`src/rtl/pcpt_pkg.sv`:
```
package pcpt_pkg;
    parameter int WGT_W = 8;

    typedef logic signed [WGT_W-1:0] wgt_t;

    localparam wgt_t WGT_MAX = wgt_t'({1'b0, {(WGT_W-1){1'b1}}});
    localparam wgt_t WGT_MIN = wgt_t'({1'b1, {(WGT_W-1){1'b0}}});

    function automatic wgt_t sat_step(input wgt_t w, input logic up);
        wgt_t r;
        if (up) r = (w == WGT_MAX) ? w : wgt_t'(w + wgt_t'(1));
        else    r = (w == WGT_MIN) ? w : wgt_t'(w - wgt_t'(1));
        return r;
    endfunction
endpackage

```
`src/rtl/pcpt_weights.sv`:
```
module pcpt_weights
    import pcpt_pkg::*;
#(
    parameter int ROWS     = 16,
    parameter int HIST_LEN = 8,
    localparam int IDX_W   = $clog2(ROWS)
) (
    input  logic                 clk,
    input  logic                 rst_n,
    input  logic [IDX_W-1:0]     rd_idx,
    output wgt_t [HIST_LEN:0]    rd_row,
    input  logic                 wr_en,
    input  logic [IDX_W-1:0]     wr_idx,
    input  logic                 wr_taken,
    input  logic [HIST_LEN-1:0]  wr_hist
);
    typedef struct packed {
        wgt_t [ROWS-1:0][HIST_LEN:0] w;
    } wst_t;

    wst_t st_d, st_q;

    always_comb begin
        st_d = st_q;
        if (wr_en) begin
            st_d.w[wr_idx][0] = sat_step(st_q.w[wr_idx][0], wr_taken);
            for (int j = 1; j <= HIST_LEN; j++) begin
                st_d.w[wr_idx][j] = sat_step(st_q.w[wr_idx][j], wr_hist[j-1] == wr_taken);
            end
        end
    end

    always_ff @(posedge clk or negedge rst_n) begin
        if (!rst_n) st_q <= '0;
        else        st_q <= st_d;
    end

    assign rd_row = st_q.w[rd_idx];


    no_train_stable_chk: assert property (@(posedge clk) disable iff (!rst_n)
        !wr_en |=> $stable(st_q));


    bias_sat_hi_chk: assert property (@(posedge clk) disable iff (!rst_n)
        (wr_en && wr_taken && st_q.w[wr_idx][0] == WGT_MAX) |=> st_q.w[$past(wr_idx)][0] == WGT_MAX);


    bias_sat_lo_chk: assert property (@(posedge clk) disable iff (!rst_n)
        (wr_en && !wr_taken && st_q.w[wr_idx][0] == WGT_MIN) |=> st_q.w[$past(wr_idx)][0] == WGT_MIN);
endmodule

```
`src/rtl/pcpt_dot.sv`:
```
module pcpt_dot
    import pcpt_pkg::*;
#(
    parameter int HIST_LEN = 8,
    parameter int SUM_W    = 12
) (
    input  wgt_t [HIST_LEN:0]         row,
    input  logic [HIST_LEN-1:0]       hist,
    output logic signed [SUM_W-1:0]   sum
);
    function automatic logic signed [SUM_W-1:0] widen(input wgt_t w);
        return {{(SUM_W-WGT_W){w[WGT_W-1]}}, w};
    endfunction

    always_comb begin
        sum = widen(row[0]);
        for (int i = 1; i <= HIST_LEN; i++) begin
            if (hist[i-1]) sum = sum + widen(row[i]);
            else           sum = sum - widen(row[i]);
        end
    end
endmodule

```
`src/rtl/pcpt_ghr.sv`:
```
module pcpt_ghr #(
    parameter int HIST_LEN = 8
) (
    input  logic                 clk,
    input  logic                 rst_n,
    input  logic                 spec_en,
    input  logic                 spec_bit,
    input  logic                 fix_en,
    input  logic [HIST_LEN-1:0]  fix_hist,
    input  logic                 fix_bit,
    output logic [HIST_LEN-1:0]  hist
);
    typedef struct packed {
        logic [HIST_LEN-1:0] bits;
    } ghr_t;

    ghr_t g_d, g_q;

    always_comb begin
        g_d = g_q;
        if (fix_en)       g_d.bits = {fix_hist[HIST_LEN-2:0], fix_bit};
        else if (spec_en) g_d.bits = {g_q.bits[HIST_LEN-2:0], spec_bit};
    end

    always_ff @(posedge clk or negedge rst_n) begin
        if (!rst_n) g_q <= '0;
        else        g_q <= g_d;
    end

    assign hist = g_q.bits;


    idle_hold_chk: assert property (@(posedge clk) disable iff (!rst_n)
        (!spec_en && !fix_en) |=> $stable(g_q));
endmodule

```
`src/rtl/pcpt_predictor.sv`:
```
module pcpt_predictor
    import pcpt_pkg::*;
#(
    parameter int ROWS     = 16,
    parameter int HIST_LEN = 8,
    parameter int PC_W     = 16,
    parameter int PC_LSB   = 2,
    parameter int THETA    = 29,
    localparam int IDX_W   = $clog2(ROWS),
    localparam int SUM_W   = $clog2((HIST_LEN+1)*(2**(WGT_W-1))) + 1
) (
    input  logic                        clk,
    input  logic                        rst_n,
    input  logic                        pred_valid_i,
    input  logic [PC_W-1:0]             pred_pc_i,
    output logic                        pred_valid_o,
    output logic                        pred_taken_o,
    output logic signed [SUM_W-1:0]     pred_sum_o,
    output logic [HIST_LEN-1:0]         pred_hist_o,
    input  logic                        upd_valid_i,
    input  logic [PC_W-1:0]             upd_pc_i,
    input  logic                        upd_taken_i,
    input  logic [HIST_LEN-1:0]         upd_hist_i,
    input  logic signed [SUM_W-1:0]     upd_sum_i
);
    typedef struct packed {
        logic                valid;
        logic                taken;
        logic [SUM_W-1:0]    sum;
        logic [HIST_LEN-1:0] hist;
    } out_t;

    out_t o_d, o_q;

    logic [IDX_W-1:0]         rd_idx, wr_idx;
    wgt_t [HIST_LEN:0]        row;
    logic signed [SUM_W-1:0]  sum_now;
    logic [HIST_LEN-1:0]      ghr_q;
    logic                     guess;
    logic                     upd_guess, mispred, train;
    logic [SUM_W:0]           mag;
    logic                     unused_pc;

    assign rd_idx    = pred_pc_i[PC_LSB +: IDX_W];
    assign wr_idx    = upd_pc_i[PC_LSB +: IDX_W];
    assign unused_pc = ^{pred_pc_i, upd_pc_i};

    assign upd_guess = !upd_sum_i[SUM_W-1];
    assign mispred   = upd_valid_i && (upd_guess != upd_taken_i);
    assign mag       = upd_sum_i[SUM_W-1] ? (SUM_W+1)'(-$signed({upd_sum_i[SUM_W-1], upd_sum_i}))
                                          : (SUM_W+1)'({1'b0, upd_sum_i});
    assign train     = upd_valid_i && (mispred || (mag <= (SUM_W+1)'(THETA)));

    pcpt_weights #(.ROWS(ROWS), .HIST_LEN(HIST_LEN)) i_weights (
        .clk      (clk),
        .rst_n    (rst_n),
        .rd_idx   (rd_idx),
        .rd_row   (row),
        .wr_en    (train),
        .wr_idx   (wr_idx),
        .wr_taken (upd_taken_i),
        .wr_hist  (upd_hist_i)
    );

    pcpt_dot #(.HIST_LEN(HIST_LEN), .SUM_W(SUM_W)) i_dot (
        .row  (row),
        .hist (ghr_q),
        .sum  (sum_now)
    );

    assign guess = !sum_now[SUM_W-1];

    pcpt_ghr #(.HIST_LEN(HIST_LEN)) i_ghr (
        .clk      (clk),
        .rst_n    (rst_n),
        .spec_en  (pred_valid_i),
        .spec_bit (guess),
        .fix_en   (mispred),
        .fix_hist (upd_hist_i),
        .fix_bit  (upd_taken_i),
        .hist     (ghr_q)
    );

    always_comb begin
        o_d       = o_q;
        o_d.valid = pred_valid_i;
        if (pred_valid_i) begin
            o_d.taken = guess;
            o_d.sum   = sum_now;
            o_d.hist  = ghr_q;
        end
    end

    always_ff @(posedge clk or negedge rst_n) begin
        if (!rst_n) o_q <= '0;
        else        o_q <= o_d;
    end

    assign pred_valid_o = o_q.valid;
    assign pred_taken_o = o_q.taken;
    assign pred_sum_o   = o_q.sum;
    assign pred_hist_o  = o_q.hist;


    spec_shift_chk: assert property (@(posedge clk) disable iff (!rst_n)
        (pred_valid_i && !mispred) |=> ghr_q == {$past(ghr_q[HIST_LEN-2:0]), pred_taken_o});


    repair_chk: assert property (@(posedge clk) disable iff (!rst_n)
        mispred |=> ghr_q == {$past(upd_hist_i[HIST_LEN-2:0]), $past(upd_taken_i)});


    snapshot_chk: assert property (@(posedge clk) disable iff (!rst_n)
        pred_valid_i |=> (pred_valid_o && pred_hist_o == $past(ghr_q)));
endmodule

```
`config.mk`:
```
export PLATFORM = sky130hd
export DESIGN_NAME = pcpt_predictor
export DESIGN_NICKNAME = d
export VERILOG_FILES = /design/src/rtl/pcpt_pkg.sv /design/src/rtl/pcpt_weights.sv /design/src/rtl/pcpt_dot.sv /design/src/rtl/pcpt_ghr.sv /design/src/rtl/pcpt_predictor.sv
export SDC_FILE = /design/constraint.sdc
export NUM_CORES = 2
export LEC_CHECK = 0
export ABC_CLOCK_PERIOD_IN_PS = 25200
export BUFFER_PORTS_ARGS = -buffer_cell sky130_fd_sc_hd__buf_2
export CAP_MARGIN = 20
export CORE_MARGIN = 8
export CORE_UTILIZATION = 30
export CTS_CLUSTER_DIAMETER = 40
export DETAILED_ROUTE_END_ITERATION = 12
export GPL_TIMING_DRIVEN = 1
export PLACE_DENSITY = 0.42
export SYNTH_ARGS = -nofsm -noshare
export SYNTH_HDL_FRONTEND = slang
export SYNTH_SLANG_ARGS = --single-unit
```
`constraint.sdc`:
```
create_clock -name clk -period 25.2 [get_ports clk]
set_clock_uncertainty 0.2 [all_clocks]
set_input_delay 5.04 -clock clk [delete_from_list [all_inputs] [get_ports clk]]
set_output_delay 5.04 -clock clk [all_outputs]
set_load 0.01 [all_outputs]
```
Word level (Yosys, flattened, before mapping)
Index checks and enable logic that the tools add are counted.
Widths: inputs -> output; s select.
Storage, ports and cells
  register bits after elaboration: 1182
  latch bits: 0
  bits in writable memories: 0
  memory bits (read-only): 0
  input bits: 57
  logic and storage cells: 300
  memories kept: 0
Cells by class
  $add $sub $neg: 35
  multiply operators: 0
  divide/modulo/power cells: 0
  magnitude comparators: 4
  equality and inequality tests: 27
  shifts and indexed selects: 0
  multiplexer cells: 78
  bitwise gates (word level): 0
  reductions and logical operators: 7
Operator list (number)
  $bwmux 1152: 9
  $demux 72 s4: 9
  $bmux 72 s4: 2
  $mux 8: 39
  $mux 72: 3
  $eq 8x8->1 const B: 18
  $mux 12: 8
  $add 12x8->12: 7
  $sub 12x8->12: 7
  $add 8x2->8 const B: 9
  $sub 8x2->8 const B: 9
  $mux 64: 1
  $mux 56: 1
  $mux 48: 1
  $mux 40: 1
  $mux 32: 1
  $mux 24: 1
  $mux 16: 1
  $le 13x5->1 const B: 1
  $mux 13: 1
  $neg 12->13: 1
  $lt 4x5->1 const B: 2
  $add 8x8->9: 1
  $sub 8x8->9: 1
  7 further kinds: 17

Longest topological paths before layout
  depth after elaboration: 21
  mapped depth: 54
  depth with buffers taken out: 44

By module
From an unflattened synthesis, not the netlist that was laid out.
Unflattened totals
  cells, all modules: 5988
  area total of the unflattened synthesis: 68595.8 um2
Modules (own cells, without submodules)
  pcpt_weights: times used 1, cells each 5214, area each 62406.1 um2, sequential area each 28827.6 um2
  pcpt_dot: times used 1, cells each 652, area each 4712.0 um2, sequential area each 0.0 um2
  pcpt_predictor: times used 1, cells each 88, area each 1104.8 um2, sequential area each 550.5 um2
  pcpt_ghr: times used 1, cells each 34, area each 372.9 um2, sequential area each 200.2 um2

Least setup slack after synthesis
OpenSTA, ideal clock, no wires.
  path kind: in2reg
  from: input port pred_pc_i[2]
  to: register i_ghr.g_q, in the netlist i_ghr.hist[0]
  library setup time: 142 ps
  arrival: 15405 ps
  data required time: 24858 ps
  path slack: 9453 ps
  cell stages on the path: 48
  path buffers: 11
  cell sequence: buf_6 > buf_12 > buf_12 > buf_6 > buf_6 > buf_4 > buf_4 > buf_2 > buf_4 > buf_2 > buf_1 > mux4_2 > mux4_2 > ha_1 > fa_1 > a21o_1 > a21oi_1 > nor2b_1 > [... 12 more ...] > nand2_1 > a41oi_1 > nor2b_1 > xnor2_1 > ha_1 > nor3_1 > nor2_1 > ha_1 > nor3_1 > nor2_1 > ha_1 > or2_2 > a21oi_1 > a21oi_1 > xor2_1 > xnor3_1 > nand2_1 > a31oi_1
On the way
  longest elaborated chain between the ends: 21
  elaborated cells between the ends (all ways): 29
RTL lines
  start, declared: line pcpt_predictor.sv:15  | input logic [PC_W-1:0] pred_pc_i,
  $bmux 72 s4 *: line pcpt_weights.sv:38  | assign rd_row = st_q.w[rd_idx];
  $mux 72 (not written as such) *: line pcpt_weights.sv:38
  $sub 8x8->9 / $add 8x8->9 (equally long branches): line pcpt_dot.sv:19, pcpt_dot.sv:18
  $mux 12: line pcpt_dot.sv:18  | if (hist[i-1]) sum = sum + widen(row[i]);
  $sub 12x8->12 / $add 12x8->12 (equally long branches): line pcpt_dot.sv:19, pcpt_dot.sv:18
  $mux 12: line pcpt_dot.sv:18
  $sub 12x8->12 / $add 12x8->12 (equally long branches): line pcpt_dot.sv:19, pcpt_dot.sv:18
  $mux 12: line pcpt_dot.sv:18
  [... 5 more ...]
  $mux 12: line pcpt_dot.sv:18
  $sub 12x8->12 / $add 12x8->12 (equally long branches): line pcpt_dot.sv:19, pcpt_dot.sv:18
  $mux 12: line pcpt_dot.sv:18
  $sub 12x8->12 / $add 12x8->12 (equally long branches): line pcpt_dot.sv:19, pcpt_dot.sv:18
  $mux 12 *: line pcpt_dot.sv:18
  $logic_not 1->1 *: line pcpt_predictor.sv:71  | assign guess = !sum_now[SUM_W-1];
  $mux 8 *: line pcpt_ghr.sv:22  | else if (spec_en) g_d.bits = {g_q.bits[HIST_LEN-2:0], spec_bit};
  $mux 8 *: line pcpt_ghr.sv:21  | if (fix_en) g_d.bits = {fix_hist[HIST_LEN-2:0], fix_bit};
  end signal, assigned: line pcpt_ghr.sv:27  | else g_q <= g_d;
  end, declared: line pcpt_ghr.sv:17  | ghr_t g_d, g_q;
Mark *: on every way between the ends. The rest lies on a longest branch, timed or not. The select of a mux whose other input is x is not followed.
A chain may end at the register's enable or synchronous reset.

Worst setup path after layout
  from: input port pred_pc_i[3]
  to: register i_ghr.g_q, in the netlist i_ghr.hist[0]
Same word-level chain as after synthesis.

==> impl_metrics.py <==
metrics = {
    "outcome": {
        "status": "finished clean",
    },
    "timing": {
        "finalSetupTns_ns": 0,
        "timing.slew.headroom_pct": 20.1,
        "rsz0062_at_grt": "false",
        "setup_viol": 0,
        "slew_violations": 0,
        "fin_crit_ns": 15.48,
        "fmaxAchievable_ghz": 0.0646,
        "hold_viol": 0,
        "finalCritPeriodShare_pct": 61.4,
        "tightestPinTransition_ns": 1.20,
    },
    "clock_tree": {
        "cts_setup_buffers": 0,
        "postCtsHoldBufs": 0,
        "cts.clk_slew.worst_paths_ns": 0.05,
        "htree_levels": 4,
        "cts_tree": "yes",
        "numCtsBuffers": 240,
        "cts_resized": 0,
        "clock_sinks": 1182,
        "clockBufferDepth": 3,
        "root_buffer": "clkbuf_16",
        "clk-insertion-delay-late_ns": 0.86,
    },
    "global_route": {
        "grt_max_degree": 155,
        "groute.usage.overall_pct": 18.1,
        "grt_pass1_wl_um": 337000,
        "grt_pass1_vias": 49782,
        "grt_overflow": 0,
        "grt_antenna_before_repair": 3,
    },
    "finish": {
        "final_cell_mix": "1294 x nand2_1, 1224 x o21ai_0, 1182 x dfrtp_1, 650 x mux4_2, 240 x clkbuf_16",
        "nets": 6299,
        "area_growth_pct": 17.3,
        "final_common_cell": "nand2_1",
        "drive_gt1_share_pct": 21.4,
    },
    "detailed_routing": {
        "routed_wl_um": 220000,
        "route.detailed.drc": 0,
        "via_per_inst": 5.21,
        "firstDrtPassIters": 5,
        "vias": 48563,
        "drt_iter0_drc": 3149,
        "routedWlPerCell_um": 23.6,
        "ant_nets": 0,
    },
    "die": {
        "dieArea_sq_um": 241000,
        "initial_core_util_pct": 30.1,
        "io_pins": 79,
        "fp.dieW_um": 491,
        "die_h_um": 491,
        "row_count": 174,
        "core_sq_um": 224000,
    },
    "worst_setup_path": {
        "rr_startpoint": "i_weights.st_q[800]$_DFFE_PN0P_",
        "crit_arrival_ns": 16.05,
        "end_kind": "register",
        "worstSetupStartpoint": "pred_pc_i[3]",
        "criticalPathCategory": "input pin to register",
        "start_kind": "input pin",
        "crit_required_ns": 25.77,
        "cpPeakStageDelay_ns": 0.68,
        "critical_path_peak_fanout": 73,
        "crit_slowest_cell": "a221oi_1",
        "crit_top_cell": "ha_1",
    },
    "synthesis": {
        "ys.flop_type": "dfrtp_1",
        "synth_edf_count": 0,
        "ys_seq_area_share_pct": 43.7,
        "syn_nets": 6397,
        "yosys_register_bits": 1182,
        "synth_warnings": 0,
        "synth_cells": 6211,
        "synth.avg_cell_area_sq_um": 10.9,
        "ys_async_sr_fraction_pct": 100,
        "netlist_area_sq_um": 67700,
        "synth_cell_types": 78,
    },
    "run": {
        "maxCapViolCount": 0,
    },
    "placed_design": {
        "hpwl_um": 131000,
        "port_buffers": 54,
        "gp_congestion": 0.816,
    },
    "min_path": {
        "hp-class": "register to register",
        "hp-start": "pred_sum_o[11]$_DFFE_PN0P_",
    },
}
==> state kept, by name, indices dropped and copies added, names as in the netlist <==
register / count
pred_valid_o: 1
pred_hist_o: 8
i_ghr.hist: 8
i_weights.st_q: 1152
pred_sum_o: 12
pred_taken_o: 1
==> through the flow <==
stage	setup WS, ns	std cells	utilization (%)	area (sq um)	hold slack (ns)
after detailed placement	8.86	8853	31.3	70400	0.284
final	9.72	9321	35.3	79300	0.292
after floorplan	9.45	6211	-	67700	0.258
after CTS	9.73	9309	35.3	79200	0.296
after global placement	8.76	8842	31.3	70300	0.262
after global routing	8.99	9320	35.3	79300	0.305
==> final timing paths <==
path	endpoint	slack, ns	cells after the start
setup reg to reg	i_ghr.hist[0]$_DFFE_PN0P_	15.13	39
hold reg to reg	pred_sum_o[11]$_DFFE_PN0P_	0.29	1
hold / removal	pred_sum_o[11]$_DFFE_PN0P_	0.29	1
max in group asynchronous	i_weights.st_q[482]$_DFFE_PN0P_	16.68	5
setup / recovery	i_ghr.hist[0]$_DFFE_PN0P_	9.72	40
min in group asynchronous	i_weights.st_q[237]$_DFFE_PN0P_	3.98	1
==> cell usage after synthesis, types with 13 or more instances <==
library cell | number | area [sq um]
nand2_1 | 1294 | 4860
o21ai_0 | 1229 | 6150
dfrtp_1 | 1182 | 29600
mux4_2 | 650 | 14600
clkbuf_1 | 376 | 1410
nor2_1 | 184 | 691
ha_1 | 121 | 1510
xnor2_1 | 115 | 1010
a21oi_1 | 114 | 571
inv_1 | 84 | 315
mux2i_1 | 80 | 801
xor2_1 | 66 | 578
nor3_1 | 53 | 265
buf_2 | 51 | 255
buf_4 | 43 | 323
mux2_2 | 43 | 484
nor2b_1 | 36 | 225
nand3_1 | 30 | 150
a21o_1 | 29 | 218
buf_6 | 29 | 327
a31oi_1 | 25 | 156
and3_1 | 25 | 156
o21bai_1 | 25 | 188
buf_1 | 22 | 82.6
nand2b_1 | 20 | 125
a22oi_1 | 19 | 143
a221oi_1 | 18 | 158
and2_1 | 17 | 106
a211oi_1 | 16 | 120
o21a_1 | 14 | 105
or2_2 | 13 | 81.3
==> area by class of cell <==
cell class                 instances  area, sq um
fill                           22187       145000
multi-input combinational       4421        35400
sequential                      1182        29600
clock buffer                     279         6370
tap                             2992         3740
clock inverter                   177         2470
timing repair buffer             183         1430
inverter                          85          322
antenna                            2         5.00
==> per-layer routing <==
metal	vias to the layer above	track usage, %	share of wire (%)
met5	-	0	0.047
met4	2	4.39	2.1
met3	320	2.63	4.0
met2	1000	29.1	47
met1	24758	25.9	47
li1	22483	-	-
==> kinds of logic after synthesis <==
kind of cell | count (synthesis) | share of synthesized area [%]
AO/OA/AOI/OAI | 1593 | 12.8
XOR/XNOR | 187 | 2.52
adder cells (fa/ha/maj) | 129 | 2.47
buffers and inverters | 608 | 4.08
flip-flops | 1182 | 43.7
multiplexers | 782 | 23.9
AND/OR/NAND/NOR | 1730 | 10.5
==> worst max-delay path, delay by kind of cell <==
family / cells / cell delay, ns
simple gates: 11 / 1.79
xor+xnor: 9 / 2.11
compound gates: 9 / 2.47
fa+ha+maj: 8 / 2.67
buf+inv: 3 / 1.83
Power is left out: the tool's default activity adds up to more than one toggle a clock period on the data nets, which glitch-free logic cannot reach.
